===== src/rtl/sw_store_pkg.sv =====
package sw_store_pkg;
  localparam int ADDR_W     = 15;
  localparam int SEQ_LEN    = 6;
  localparam int PREFIX_LEN = SEQ_LEN - 1;
  localparam int STEP_W     = $clog2(SEQ_LEN);
  typedef logic [ADDR_W-1:0] addr_t;
  typedef logic [STEP_W-1:0] step_t;
endpackage


===== src/rtl/acc_decode.sv =====
module acc_decode
  import sw_store_pkg::*;
(
  input  logic  clk_i,
  input  logic  rst_ni,
  input  logic  ce_ni,
  input  logic  oe_ni,
  input  logic  we_ni,
  input  logic  hs_ni,
  input  addr_t addr_i,
  output logic  rd_ev_o,
  output logic  wr_ev_o
);
  logic  rd_lvl, wr_lvl, rd_q, wr_q;
  addr_t addr_q;

  assign rd_lvl = !ce_ni && !oe_ni && we_ni && hs_ni;
  assign wr_lvl = !ce_ni && !we_ni && hs_ni;

  // a held read restarts on every address transition
  assign rd_ev_o = rd_lvl && (!rd_q || (addr_i != addr_q));
  assign wr_ev_o = wr_lvl && !wr_q;

  always_ff @(posedge clk_i or negedge rst_ni) begin
    if (!rst_ni) begin
      rd_q   <= 1'b0;
      wr_q   <= 1'b0;
      addr_q <= '0;
    end else begin
      rd_q   <= rd_lvl;
      wr_q   <= wr_lvl;
      addr_q <= addr_i;
    end
  end
endmodule


===== src/rtl/seq_match.sv =====
module seq_match
  import sw_store_pkg::*;
#(
  parameter addr_t [PREFIX_LEN-1:0] PREFIX_ADDR = '0,
  parameter addr_t                  STORE_ADDR  = '0,
  parameter addr_t                  RECALL_ADDR = '1
) (
  input  logic  clk_i,
  input  logic  rst_ni,
  input  logic  busy_i,
  input  logic  rd_ev_i,
  input  logic  wr_ev_i,
  input  addr_t addr_i,
  output logic  store_o,
  output logic  recall_o
);
  localparam int    HIT_N = 2**STEP_W;
  localparam step_t LAST  = step_t'(PREFIX_LEN);

  logic [HIT_N-1:0] pre_hit;
  step_t step_q, step_d, restart;
  logic  store_d, recall_d, cur_hit, st_hit, rc_hit;

  for (genvar g = 0; g < HIT_N; g++) begin : g_hit
    if (g < PREFIX_LEN) begin : g_cmp
      assign pre_hit[g] = (addr_i == PREFIX_ADDR[g]);
    end else begin : g_pad
      assign pre_hit[g] = 1'b0;
    end
  end

  assign cur_hit = pre_hit[step_q];
  assign st_hit  = (addr_i == STORE_ADDR);
  assign rc_hit  = (addr_i == RECALL_ADDR);
  // aborting read may open a new run
  assign restart = pre_hit[0] ? step_t'(1) : step_t'(0);

  always_comb begin
    step_d   = step_q;
    store_d  = 1'b0;
    recall_d = 1'b0;
    if (busy_i || wr_ev_i) begin
      step_d = '0;
    end else if (rd_ev_i) begin
      if (step_q == LAST) begin
        store_d  = st_hit;
        recall_d = rc_hit && !st_hit;
        step_d   = (st_hit || rc_hit) ? step_t'(0) : restart;
      end else if (cur_hit) begin
        step_d = step_q + step_t'(1);
      end else begin
        step_d = restart;
      end
    end
  end

  always_ff @(posedge clk_i or negedge rst_ni) begin
    if (!rst_ni) begin
      step_q   <= '0;
      store_o  <= 1'b0;
      recall_o <= 1'b0;
    end else begin
      step_q   <= step_d;
      store_o  <= store_d;
      recall_o <= recall_d;
    end
  end
endmodule


===== src/rtl/sw_store_detect.sv =====
module sw_store_detect
  import sw_store_pkg::*;
#(
  parameter addr_t [PREFIX_LEN-1:0] PREFIX_ADDR =
    {15'h3C3C, 15'h70F0, 15'h0F0F, 15'h25A3, 15'h1A5C},
  parameter addr_t STORE_ADDR  = 15'h4B4B,
  parameter addr_t RECALL_ADDR = 15'h34B4
) (
  input  logic        clk_i,
  input  logic        rst_ni,
  input  logic        ce_ni,
  input  logic        oe_ni,
  input  logic        we_ni,
  input  logic        hs_ni,
  input  logic [14:0] addr_i,
  input  logic        busy_i,
  output logic        store_o,
  output logic        recall_o
);
  logic rd_ev, wr_ev;

  acc_decode i_acc_decode (
    .clk_i   (clk_i),
    .rst_ni  (rst_ni),
    .ce_ni   (ce_ni),
    .oe_ni   (oe_ni),
    .we_ni   (we_ni),
    .hs_ni   (hs_ni),
    .addr_i  (addr_i),
    .rd_ev_o (rd_ev),
    .wr_ev_o (wr_ev)
  );

  seq_match #(
    .PREFIX_ADDR (PREFIX_ADDR),
    .STORE_ADDR  (STORE_ADDR),
    .RECALL_ADDR (RECALL_ADDR)
  ) i_seq_match (
    .clk_i    (clk_i),
    .rst_ni   (rst_ni),
    .busy_i   (busy_i),
    .rd_ev_i  (rd_ev),
    .wr_ev_i  (wr_ev),
    .addr_i   (addr_i),
    .store_o  (store_o),
    .recall_o (recall_o)
  );
endmodule


===== config.mk =====
export PLATFORM = sky130hd
export DESIGN_NAME = sw_store_detect
export DESIGN_NICKNAME = d
export VERILOG_FILES = /design/src/rtl/sw_store_pkg.sv /design/src/rtl/acc_decode.sv /design/src/rtl/seq_match.sv /design/src/rtl/sw_store_detect.sv
export SDC_FILE = /design/constraint.sdc
export NUM_CORES = 1
export LEC_CHECK = 0
export ABC_AREA = 1
export BUFFER_PORTS_ARGS = -buffer_cell sky130_fd_sc_hd__buf_2
export CORE_MARGIN = 5
export CORE_UTILIZATION = 30
export CTS_BUF_LIST = sky130_fd_sc_hd__clkbuf_8 sky130_fd_sc_hd__clkbuf_16
export DETAILED_ROUTE_END_ITERATION = 8
export GPL_TIMING_DRIVEN = 0
export HOLD_SLACK_MARGIN = 0.05
export PLACE_DENSITY_LB_ADDON = 0.25
export SYNTH_ARGS = -nofsm -noshare
export SYNTH_HDL_FRONTEND = slang
export SYNTH_HIERARCHICAL = 1
export SYNTH_SLANG_ARGS = --single-unit

===== constraint.sdc =====
create_clock -name clk_i -period 1.8 [get_ports clk_i]
set_input_delay 0.09 -clock clk_i [delete_from_list [all_inputs] [get_ports clk_i]]
set_output_delay 0.09 -clock clk_i [all_outputs]
set_load 0.01 [all_outputs]

# After elaboration in Yosys (flattened, before gate mapping)
# Index checks and enable logic that the tools add are counted.
# op_classes
add_sub_neg,1
multipliers,0
div,0
order_cmp,1
eq_ne,9
n_shift,0
muxes,14
bitwise_logic,0
n_reduce_logical,18
# op_table
operator,count
$eq 15x14->1 const B,3
$eq 15x15->1 const B,2
$eq 15x12->1 const B,1
$eq 15x13->1 const B,1
$mux 3,5
$ne 15x15->1,1
$logic_and 1x1->1,8
$mux 1,8
$logic_not 1->1,6
$lt 3x4->1 const B,1
$add 3x1->3 const B,1
$bmux 1 s3,1
$eq 3x3->1 const B,1
$logic_or 1x1->1,3
$reduce_bool 2->1,1
# totals
ff_bits,22
latch_bits,0
ramBits,0
rom_bits,0
out_inout_bits,2
wordCells,49
n_memories,0

# Logic depth before layout (Yosys ltp)
# depth
depth_word,7
depth_mapped,12
mapped_depth_nobuf,12

# Modules after synthesis
# Netlist, hierarchy kept.
# modules_own_cells
module,n_inst,cells_per_inst,area_each_um2
acc_decode,1,106,769.5
seq_match,1,106,580.6

# Least setup slack after synthesis
# No wires, ideal clock.
# synth_path
path_type,register -> register
from,register i_acc_decode.addr_q[10]
to,register i_seq_match.step_q[0]
t_arrival_ns,1.230
t_required_ns,1.684
setup_slack_ns,0.453
path_stages_with_launch,12
path_buffers,0
synth_period_minus_slack_ns,1.347
cell_sequence,dfrtp_1 nor2_1 nor2_1 nor2_1 nand2_1 nor2_1 a21oi_1 nand2_1 inv_1 a31o_2 nand2_1 nand2_1
# synth_between
elab_chain_cells,4
# synth_rtl
item,line_no,rtl
from (decl),acc_decode.sv:15,addr_t addr_q;
from (signal assigned),acc_decode.sv:32,addr_q <= addr_i;
$ne 15x15->1,acc_decode.sv:21,assign rd_ev_o = rd_lvl && (!rd_q || (addr_i != addr_q));
$logic_or 1x1->1,acc_decode.sv:21,
$logic_and 1x1->1,acc_decode.sv:21,
net rd_ev,sw_store_detect.sv:20,"logic rd_ev, wr_ev;"
$reduce_bool 2->1 (no line),--,
to (signal assigned),seq_match.sv:63,step_q <= step_d;
to (decl),seq_match.sv:21,"step_t step_q, step_d, restart;"
# The timed path passes the listed nets, and every way through them passes these cells.
# A chain may end at the register's enable or synchronous reset.

# Final worst setup path
# layout_path
from,input port addr_i[2]
to,register i_seq_match.step_q[0]
# layout_between
elab_cells_between_ends,20
# layout_lines
item,line_no,rtl
from (decl),sw_store_detect.sv:15,"input logic [14:0] addr_i,"
$ne 15x15->1,acc_decode.sv:21,
$logic_or 1x1->1,acc_decode.sv:21,
$logic_and 1x1->1,acc_decode.sv:21,
net rd_ev,sw_store_detect.sv:20,
$reduce_bool 2->1 (no line),--,
# The timed path passes the listed nets, and every way through them passes these cells. The select of a mux whose other input is x is not followed.

==> flow_metrics.py <==
metrics = {
    "status": {
        "status": "finished, final reports clean",
    },
    "timing": {
        "worst_pin_slew_ps": 494.1,
        "clock_skew_ps": 13.45,
        "post-route-period-util": 0.9231,
        "tns_ps": 0,
        "slew_violations": 0,
        "setup_violations": 0,
        "max-slew-margin-rel": 0.6706,
        "hold_viol": 0,
        "fmax_ghz": 0.6019,
        "min_period_ps": 1662,
    },
    "routing": {
        "vias": 1338,
        "viasPerCell": 4.316,
        "drcViolationCount": 0,
        "first_pass_iters": 4,
        "antenna_left": 0,
        "wl_per_cell_um": 9.806,
        "drt_iter0_markers": 72,
        "drt_wl_total_um": 3040,
    },
    "finish": {
        "num-fill-cells": 454,
        "diodes": 0,
        "final_layout_size_suffix_gt1_frac": 0.1357,
        "area_delta_synth_final_pct": 34.48,
        "final_util": 0.4170,
        "final_nets": 283,
        "stdcell_count": 310,
    },
    "placement": {
        "dp.cells": 287,
        "io_buffer_count": 23,
        "gp_congestion": 0.7794,
        "hpwl_um": 2317,
    },
    "critical_path": {
        "start_kind": "primary input",
        "worst-path-max-fanout": 7,
        "r2r_setup_slack_ps": 290,
        "cp-startpoint": "addr_i[2]",
        "cp_top_family": "buffers and inverters",
        "cp_common_cell": "nand2_1",
        "reg2reg_depth": 11,
        "path_depth": 14,
        "critPathBufInv": 4,
        "path_cells": "dlygate4sd3_1 -> buf_2 -> inv_1 -> nand2_1 -> nand2_1 -> nor2_1 -> nand2_1 -> nor2_2 -> a21oi_2 -> nand2_2 -> inv_1 -> a31o_2 -> nand2_1 -> nand2_1",
        "crit_end": "i_seq_match/step_q[0]$_DFFE_PN0P_",
        "critPathSlowestCell": "dlygate4sd3_1",
        "end_kind": "flop",
        "cp.arrival_ps": 1820,
        "r2r-start": "i_acc_decode/addr_q[4]$_DFF_PN0_",
        "critPathKind": "in -> reg",
        "r2r-end": "i_seq_match/step_q[0]$_DFFE_PN0P_",
        "critical-path-max-stage-delay_ps": 520,
        "crit_required_ps": 1960,
    },
    "clock_tree": {
        "htreeDepth": 1,
        "clkTransAtPathRegs_ps": 90,
        "cts_tree": "yes",
        "cts_made_buffers": 3,
        "cts_buffer_depth": 2,
        "cts_root_buffer": "clkbuf_8",
        "cts_num_sinks": 22,
        "clk_latency_ps": 270,
    },
    "power": {
        "power_w": 0.001166,
        "ir_worst_vdd_uv": 234.9,
        "p_per_area_nw_per_um2": 642.5,
        "cellLeakagePower_nw": 0.9801,
    },
    "yosys": {
        "syn_inst": 212,
        "netlist.area_leader.share": 0.4078,
        "synth_seq_cells": 22,
        "ys_types": 19,
        "syn_nets": 236,
        "yosys_warnings": 6,
        "syn_area_per_cell_um2": 6.368,
        "ys_seq_area_frac": 0.4078,
        "synth_top_area_cell": "dfrtp_1",
        "synth_area_leaders": "dfrtp_1 41%, nand2_1 19%, nor2_1 12%, inv_1 11%, nand3_1 3.3%",
        "syn-cell-area_um2": 1350,
    },
    "floorplanning": {
        "die_height_um": 77.09,
        "core_area_um2": 4354,
        "start_util": 0.3101,
        "num_rows": 24,
        "die_x_um": 77.09,
        "dieArea_um2": 5942,
        "ioPinCount": 24,
    },
    "min_path": {
        "hold_class": "in -> reg",
    },
    "global_routing": {
        "grt_pass1_vias": 1299,
        "antenna_found_initial": 0,
        "gr-total-overflow": 0,
        "grt_max_degree": 23,
        "grt_util_all_layers": 0.1127,
        "grt_pass1_wl_um": 5561,
    },
    "run": {
        "max-cap-violations": 0,
    },
}
flip-flops by register name (all words and copies together) (netlist names):
name and flops:
i_acc_decode/rd_q 1, i_acc_decode/wr_q 1, i_seq_match/step_q 3, i_seq_match/recall_o 1
i_acc_decode/addr_q 15, i_seq_match/store_o 1
layer usage:
| metal | GRT usage | wire, um | vias to the layer above |
|---|---|---|---|
| met2 | 0.1825 | 1374 | 22 |
| met3 | 0.01991 | 123 | 4 |
| met1 | 0.1516 | 1507 | 572 |
| met4 | 0.03608 | 34 | 0 |
| li1 | - | - | 740 |
| met5 | 0 | 0 | - |
worst min path at each step:
| stage | from | to | slack, ps | cells after the start |
|---|---|---|---|---|
| floorplan | rst_ni | i_acc_decode/addr_q[0]$_DFF_PN0_ | -210 | 0 |
| global placement | rst_ni | i_acc_decode/wr_q$_DFF_PN0_ | 100 | 1 |
| detailed placement | rst_ni | i_acc_decode/wr_q$_DFF_PN0_ | 90 | 1 |
| CTS | hs_ni | i_acc_decode/rd_q$_DFF_PN0_ | 80 | 3 |
| global route | ce_ni | i_acc_decode/rd_q$_DFF_PN0_ | 120 | 4 |
| finish | hs_ni | i_acc_decode/rd_q$_DFF_PN0_ | 90 | 3 |
worst reg2reg max path, stage by stage (launching register included):
cell	delay (ps)
dfrtp_1	390
nor2_1	100
nor2_1	50
nor2_1	90
nand2_1	80
nor2_1	120
a21oi_2	80
nand2_2	80
inv_1	60
a31o_2	230
nand2_1	60
nand2_1	50
cells in the final DEF, fill, tap and decap left out:
cell,Yosys,layout
nand4_1,4,4
dlygate4sd3_1,0,19
nor2_1,44,42
ha_1,2,2
o21ai_0,2,2
a21oi_1,2,1
nand2_1,70,69
bufinv_16,0,1
o21ai_1,2,2
nor3_1,6,6
a31o_2,1,1
nor2_2,1,3
a21oi_2,0,1
xnor2_1,1,1
or4_1,1,1
nand3_2,1,1
inv_1,40,40
nor4_1,2,2
clkbuf_8,0,3
nand3_1,9,9
or2_0,1,1
buf_4,0,2
buf_2,0,18
nand2_2,1,2
dfrtp_1,22,22
clkbuf_4,0,3
synthesized netlist by cell type:
library cell	number
or4_1	1
nand3_2	1
o21ai_1	2
nor2_2	1
nand4_1	4
nand3_1	9
ha_1	2
or2_0	1
o21ai_0	2
a31o_2	1
inv_1	40
nor4_1	2
nor2_1	44
nor3_1	6
nand2_2	1
nand2_1	70
a21oi_1	2
xnor2_1	1
dfrtp_1	22
final cells by class:
type                       count  area [um^2]  share of cell area
clock buffer                   3        41.29             0.02274
clock inverter                 1        30.03             0.01654
inverter                      40        150.1             0.08270
multi-input combinational    150        660.6              0.3639
sequential                    22        550.5              0.3032
tap                           52        65.06             0.03584
timing repair buffer          42        317.8              0.1751
logic make-up (layout without fill, tap and decap cells):
group | Yosys count | in the layout | synth area share
flip-flops | 22 | 22 | 0.4078
AND/OR/NAND/NOR | 140 | 140 | 0.4273
buffers and inverters | 40 | 86 | 0.1112
AO/OA/AOI/OAI | 7 | 7 | 0.02873
adder cells (fa/ha/maj) | 2 | 2 | 0.01853
XOR/XNOR | 1 | 1 | 0.006489
power breakdown:
part / internal [W] / total (W) / switching (W)
sequential: 0.000512 / 0.000520 / 0.00000795
clock: 0.000297 / 0.000470 / 0.000173
combinational: 0.0000785 / 0.000176 / 0.0000973
repair_timing:
item / in CTS / in global routing
endpoints found under the hold margin: 39 / 0
hold buffers: 19 / 0
resized for setup: 0 / 11
endpoints found under the setup margin: 0 / 3
setup buffers: 0 / 0
stage by stage:
stage | worst slack, ps | hold slack [ps] | instance area [um^2]
2_1_floorplan | 453.4 | -205.6 | 1350
3_3_place_gp | 206.8 | 95.19 | 1530
3_5_place_dp | 203.9 | 90.58 | 1530
4_1_cts | 35.87 | 84.50 | 1792
5_1_grt | -10.87 | 121.9 | 1815
6_report | 138.5 | 89.15 | 1815
Power figures use the tool's default switching activity.
